`src/rtl/irq_ctl_pkg.sv`:
```
package irq_ctl_pkg;
  localparam int CTL_W   = 8;
  localparam int FLG_W   = 3;
  // bit positions, decoded by software
  localparam int BIT_GLB = 7;
  localparam int BIT_PEN = 6;
  localparam int BIT_TEN = 5;
  localparam int BIT_XEN = 4;
  localparam int BIT_CEN = 3;
  localparam int BIT_TFL = 2;
  localparam int BIT_XFL = 1;
  localparam int BIT_CFL = 0;
  typedef logic [CTL_W-1:0] ctl_word_t;
endpackage

```
`src/rtl/irq_addr_match.sv`:
```
module irq_addr_match #(
  parameter int ADDR_W      = 9,
  parameter int OFFS_W      = 7,
  parameter int OFFSET      = 'h0B,
  parameter int NUM_MIRRORS = 4
) (
  input  logic [ADDR_W-1:0] addr,
  output logic              hit
);
  localparam int BANK_W = ADDR_W - OFFS_W;
  logic offs_ok;
  logic bank_ok;

  assign offs_ok = (addr[OFFS_W-1:0] == OFFS_W'(OFFSET));

  generate
    if (BANK_W > 0) begin : g_bank
      assign bank_ok = ({1'b0, addr[ADDR_W-1:OFFS_W]} < (BANK_W+1)'(NUM_MIRRORS));
    end else begin : g_nobank
      assign bank_ok = 1'b1;
    end
  endgenerate

  assign hit = offs_ok & bank_ok;
endmodule

```
`src/rtl/irq_edge_sync.sv`:
```
module irq_edge_sync #(
  parameter int STAGES = 2
) (
  input  logic clk,
  input  logic rst_n,
  input  logic din,
  output logic rise
);
  logic [STAGES:0] sh_q;
  logic [STAGES:0] sh_d;

  always_comb begin
    sh_d = {sh_q[STAGES-1:0], din};
  end

  always_ff @(posedge clk or negedge rst_n) begin
    if (!rst_n) sh_q <= '0;
    else        sh_q <= sh_d;
  end

  assign rise = sh_q[STAGES-1] & ~sh_q[STAGES];


  rise_once_chk: assert property (@(posedge clk) disable iff (!rst_n)
    rise |=> !rise);
endmodule

```
`src/rtl/irq_port_watch.sv`:
```
module irq_port_watch #(
  parameter int W = 4
) (
  input  logic         clk,
  input  logic         rst_n,
  input  logic [W-1:0] pins,
  input  logic         snap,
  output logic         mismatch
);
  logic [W-1:0] ref_q;
  logic [W-1:0] ref_d;

  always_comb begin
    ref_d = ref_q;
    if (snap) ref_d = pins;
  end

  always_ff @(posedge clk or negedge rst_n) begin
    if (!rst_n)    ref_q <= '0;
    else if (snap) ref_q <= ref_d;
  end

  assign mismatch = (pins != ref_q);


  ref_track_chk: assert property (@(posedge clk) disable iff (!rst_n)
    snap |=> (!mismatch || (pins != $past(pins))));
endmodule

```
`src/rtl/irq_ctl_reg.sv`:
```
module irq_ctl_reg
  import irq_ctl_pkg::*;
#(
  parameter int   ADDR_W        = 9,
  parameter int   PORT_W        = 4,
  parameter int   SYNC_STAGES   = 2,
  parameter int   REG_OFFSET    = 'h0B,
  parameter int   NUM_MIRRORS   = 4,
  parameter logic PORT_FLAG_RST = 1'b0
) (
  input  logic              clk,
  input  logic              rst_n,
  input  logic [ADDR_W-1:0] bus_addr,
  input  logic              bus_wr,
  input  logic              bus_rd,
  input  logic [CTL_W-1:0]  bus_wdata,
  output logic [CTL_W-1:0]  bus_rdata,
  input  logic              tmr_ovf,
  input  logic              ext_pin,
  input  logic [PORT_W-1:0] port_nib,
  input  logic              port_rd,
  input  logic              periph_req,
  output logic              irq
);
  localparam int EN_W = CTL_W - FLG_W;

  logic            sel;
  logic            wr_hit;
  logic            pin_rise;
  logic            port_mismatch;
  logic [EN_W-1:0] en_q;
  logic [EN_W-1:0] en_d;
  logic [FLG_W-1:0] flg_q;
  logic [FLG_W-1:0] flg_d;
  logic [FLG_W-1:0] flg_set;
  ctl_word_t       word;

  irq_addr_match #(
    .ADDR_W(ADDR_W), .OFFS_W(7), .OFFSET(REG_OFFSET), .NUM_MIRRORS(NUM_MIRRORS)
  ) u_match (
    .addr(bus_addr), .hit(sel)
  );

  irq_edge_sync #(.STAGES(SYNC_STAGES)) u_pin (
    .clk(clk), .rst_n(rst_n), .din(ext_pin), .rise(pin_rise)
  );

  irq_port_watch #(.W(PORT_W)) u_port (
    .clk(clk), .rst_n(rst_n), .pins(port_nib), .snap(port_rd),
    .mismatch(port_mismatch)
  );

  assign wr_hit = bus_wr & sel;

  always_comb begin
    flg_set = '0;
    flg_set[BIT_TFL] = tmr_ovf;
    flg_set[BIT_XFL] = pin_rise;
    flg_set[BIT_CFL] = port_mismatch;
    en_d  = wr_hit ? bus_wdata[CTL_W-1:FLG_W] : en_q;
    flg_d = (wr_hit ? bus_wdata[FLG_W-1:0] : flg_q) | flg_set;
  end

  always_ff @(posedge clk or negedge rst_n) begin
    if (!rst_n)      en_q <= '0;
    else if (wr_hit) en_q <= en_d;
  end

  always_ff @(posedge clk or negedge rst_n) begin
    if (!rst_n) flg_q <= {{(FLG_W-1){1'b0}}, PORT_FLAG_RST};
    else        flg_q <= flg_d;
  end

  assign word      = {en_q, flg_q};
  assign bus_rdata = (bus_rd & sel) ? word : '0;

  assign irq = word[BIT_GLB] &
               ((word[BIT_TEN] & word[BIT_TFL]) |
                (word[BIT_XEN] & word[BIT_XFL]) |
                (word[BIT_CEN] & word[BIT_CFL]) |
                (word[BIT_PEN] & periph_req));


  tmr_set_chk: assert property (@(posedge clk) disable iff (!rst_n)
    tmr_ovf |=> flg_q[BIT_TFL]);

  tmr_hold_chk: assert property (@(posedge clk) disable iff (!rst_n)
    (flg_q[BIT_TFL] && !wr_hit) |=> flg_q[BIT_TFL]);

  pin_set_chk: assert property (@(posedge clk) disable iff (!rst_n)
    pin_rise |=> flg_q[BIT_XFL]);

  port_set_chk: assert property (@(posedge clk) disable iff (!rst_n)
    port_mismatch |=> flg_q[BIT_CFL]);

  miss_keep_chk: assert property (@(posedge clk) disable iff (!rst_n)
    (!wr_hit && !tmr_ovf && !pin_rise && !port_mismatch) |=> $stable(word));
endmodule

```
`config.mk`:
```
export PLATFORM = sky130hd
export DESIGN_NAME = irq_ctl_reg
export DESIGN_NICKNAME = d
export VERILOG_FILES = /design/src/rtl/irq_ctl_pkg.sv /design/src/rtl/irq_addr_match.sv /design/src/rtl/irq_edge_sync.sv /design/src/rtl/irq_port_watch.sv /design/src/rtl/irq_ctl_reg.sv
export SDC_FILE = /design/constraint.sdc
export NUM_CORES = 1
export LEC_CHECK = 0
export BUFFER_PORTS_ARGS = -buffer_cell sky130_fd_sc_hd__buf_2
export CAP_MARGIN = 10
export CORE_MARGIN = 10
export CORE_UTILIZATION = 46
export DETAILED_ROUTE_END_ITERATION = 10
export PLACE_DENSITY_LB_ADDON = 0.12
export SYNTH_ARGS = -nofsm -noshare
export SYNTH_HDL_FRONTEND = slang
export SYNTH_SLANG_ARGS = --single-unit
```
`constraint.sdc`:
```
create_clock -name clk -period 2 [get_ports clk]
set_input_delay 0.1 -clock clk [delete_from_list [all_inputs] [get_ports clk]]
set_output_delay 0.1 -clock clk [all_outputs]
set_load 0.02 [all_outputs]
```
==> impl_metrics.env <==
export IMPL_routed_wl_um=1760
export IMPL_grt_pass1_vias=627
export IMPL_num_io_pins=38
export IMPL_placed_cells=108
export IMPL_dp_slack_ps=476
export IMPL_floorplan_rows=14
export IMPL_drt_wirelength_per_cell_um=15.3
export IMPL_antenna_cells=0
export IMPL_clkLatencyLatePin_ps=280
export IMPL_clkSinkCount=15
export IMPL_path_max_fanout=8
export IMPL_setup_slack_ps=482
export IMPL_ir_worst_vdd_mv=0.478
export IMPL_cts_tree="built"
export IMPL_ys_seq_elements=15
export IMPL_antenna_left=0
export IMPL_fmax_mhz=659
export IMPL_p_leak_nw=0.503
export IMPL_grt_usage=0.101
export IMPL_clkSlewWorstSetupHoldPaths_ps=90
export IMPL_cts_hold_buffers=3
export IMPL_hold_class="primary input to register"
export IMPL_crit_arrival_ps=1420
export IMPL_die_w_um=60.1
export IMPL_worstPathRequired_ps=1900
export IMPL_io_buffers=35
export IMPL_drive_gt1_frac=0.505
export IMPL_hold_violations=0
export IMPL_finClkSkew_ps=5.88
export IMPL_fin_tns_setup_ps=0
export IMPL_rsz0062_at_grt="no"
export IMPL_synth_warnings=0
export IMPL_avgSynthCellArea_um2=13.0
export IMPL_startpoint_type="primary input"
export IMPL_drtIter0Drc=14
export IMPL_synth_nets=86
export IMPL_worstSetupEndpointType="output port"
export IMPL_finalCritPeriodShare=0.759
export IMPL_remaining_drc_errors=0
export IMPL_synth_edff_count=0
export IMPL_yosysSeqAreaShare=0.508
export IMPL_cts_htree_levels=1
export IMPL_finalCriticalPeriod_ps=1520
export IMPL_regArea_um2=375
export IMPL_cts_setup_buffers=0
export IMPL_cts_root_buffer="clkbuf_4"
export IMPL_dp_hpwl_um=1390
export IMPL_fillers=127
export IMPL_die_h_um=60.1
export IMPL_grt_pass1_wl_um=2850
export IMPL_post_cts_resized=0
export IMPL_power_mw=0.589
export IMPL_max_slew_margin=0.604
export IMPL_powerDensity_nw_per_um2=595
export IMPL_start_util=0.490
export IMPL_clock_path_buffers=2
export IMPL_ys_flop_type="dfrtp_1"
export IMPL_fin_nets=129
export IMPL_netlist_area_um2=738
export IMPL_place_gp_congestion=0.713
export IMPL_die_area_um2=3610
export IMPL_grt_antenna_before_repair=0
export IMPL_vias=600
export IMPL_multi_input_area_um2=359
export IMPL_worstSetupPathType="primary input to output port"
export IMPL_final_cells=115
export IMPL_cts_made_buffers=3
export IMPL_postSynth_asyncResetShare=1.00
export IMPL_firstDrtPassIters=4
export IMPL_slew_viol_final=0
export IMPL_syn_inst=57
export IMPL_setup_viol=0
export IMPL_area_growth_pct=34.1
export IMPL_fin_hold_ws_ps=44.3
export IMPL_outcome="finished, final reports clean"
export IMPL_grt_start_max_net_pins=16
export IMPL_yosysUniqueCellTypes=21
export IMPL_viasPerCell=5.22
export IMPL_maxCapViolCount=0
export IMPL_worstMarginPinSlew_ps=586
export IMPL_grt_overflow=0
export IMPL_coreArea_um2=1510
## final timing paths
check / end / cells past startpoint / slack (ps) / from
worst max-delay path: bus_rdata[0] / 5 / 480 / bus_addr[5]
worst min-delay path: en_q[0] / 2 / 40 / bus_wdata[3]
worst max register to register: flg_q[0] / 3 / 900 / u_port.ref_q[3]
worst min register to register: u_pin.sh_q[1] / 0 / 360 / u_pin.sh_q[0]
max in group asynchronous: u_port.ref_q[0] / 2 / 1500 / rst_n
min in group asynchronous: flg_q[2] / 2 / 240 / rst_n
## metal layers
layer | track usage | share of wire
met1 | 0.102 | 0.36
met2 | 0.172 | 0.50
met3 | 0.0657 | 0.14
met4 | 0.0192 | 0.0062
met5 | 0 | 0
## cell families after synthesis
| logic type | count (synthesis) | synth area share |
|---|---|---|
| AOI/OAI and AO/OA | 7 | 0.0593 |
| xor gates and xnor gates | 4 | 0.0475 |
| muxes | 9 | 0.163 |
| buffers and inverters | 1 | 0.00508 |
| and+or+nand+nor | 21 | 0.217 |
| DFF | 15 | 0.508 |
## where the power goes
group | internal (mW) | switching [mW]
logic | 0.0527 | 0.0343
registers | 0.323 | 0.0116
clock network | 0.0773 | 0.0906
## Yosys cell counts, types with 2 or more instances
cell | instances | area share
dfrtp_1 | 15 | 0.51
and2_1 | 8 | 0.068
mux2_4 | 5 | 0.10
mux2_2 | 4 | 0.061
xor2_1 | 4 | 0.047
nand3_1 | 3 | 0.020
a22oi_1 | 2 | 0.020
nand4b_1 | 2 | 0.024
o21ai_0 | 2 | 0.014
## final cells by class
class	count	area share
multi-input cells	41	0.363
clock buffers	4	0.0265
well taps	16	0.0202
flip-flops and latches	15	0.379
inverters	1	0.00379
repair buffers	38	0.207
## sequential cells by signal, summed over array words and instances (netlist names)
register / cells
en_q: 5
u_port.ref_q: 4
flg_q: 3
u_pin.sh_q: 3
## per-stage QoR
step                      utilization  cell area [µm²]
after floorplan                     -              738
after global placement          0.620              933
after detailed placement        0.620              933
after CTS                       0.657              990
after global routing            0.657              990
final                           0.657              990
## critical path, cell delays in order
cell	delay (ps)
buf_2	100
or4b_4	600
nor2_2	270
and2_1	180
buf_2	160
## placed cells by master, fill, tap and decap left out
master         count
buf_2             35
dfrtp_1           15
and2_1             8
mux2_4             5
xor2_1             4
mux2_2             4
nand3_1            3
clkbuf_4           3
dlygate4sd3_1      3
nand4b_1           2
o21ai_0            2
a22oi_1            2
or4b_4             1
nor2_2             1
inv_1              1
nor3_1             1
nor4b_1            1
and4b_1            1
a21oi_1            1
o22ai_1            1
nor4_1             1
a21boi_0           1
nand3b_1           1
nor2_8             1
clkbuf_1           1
Note: power is estimated with default switching activity, not from simulation.
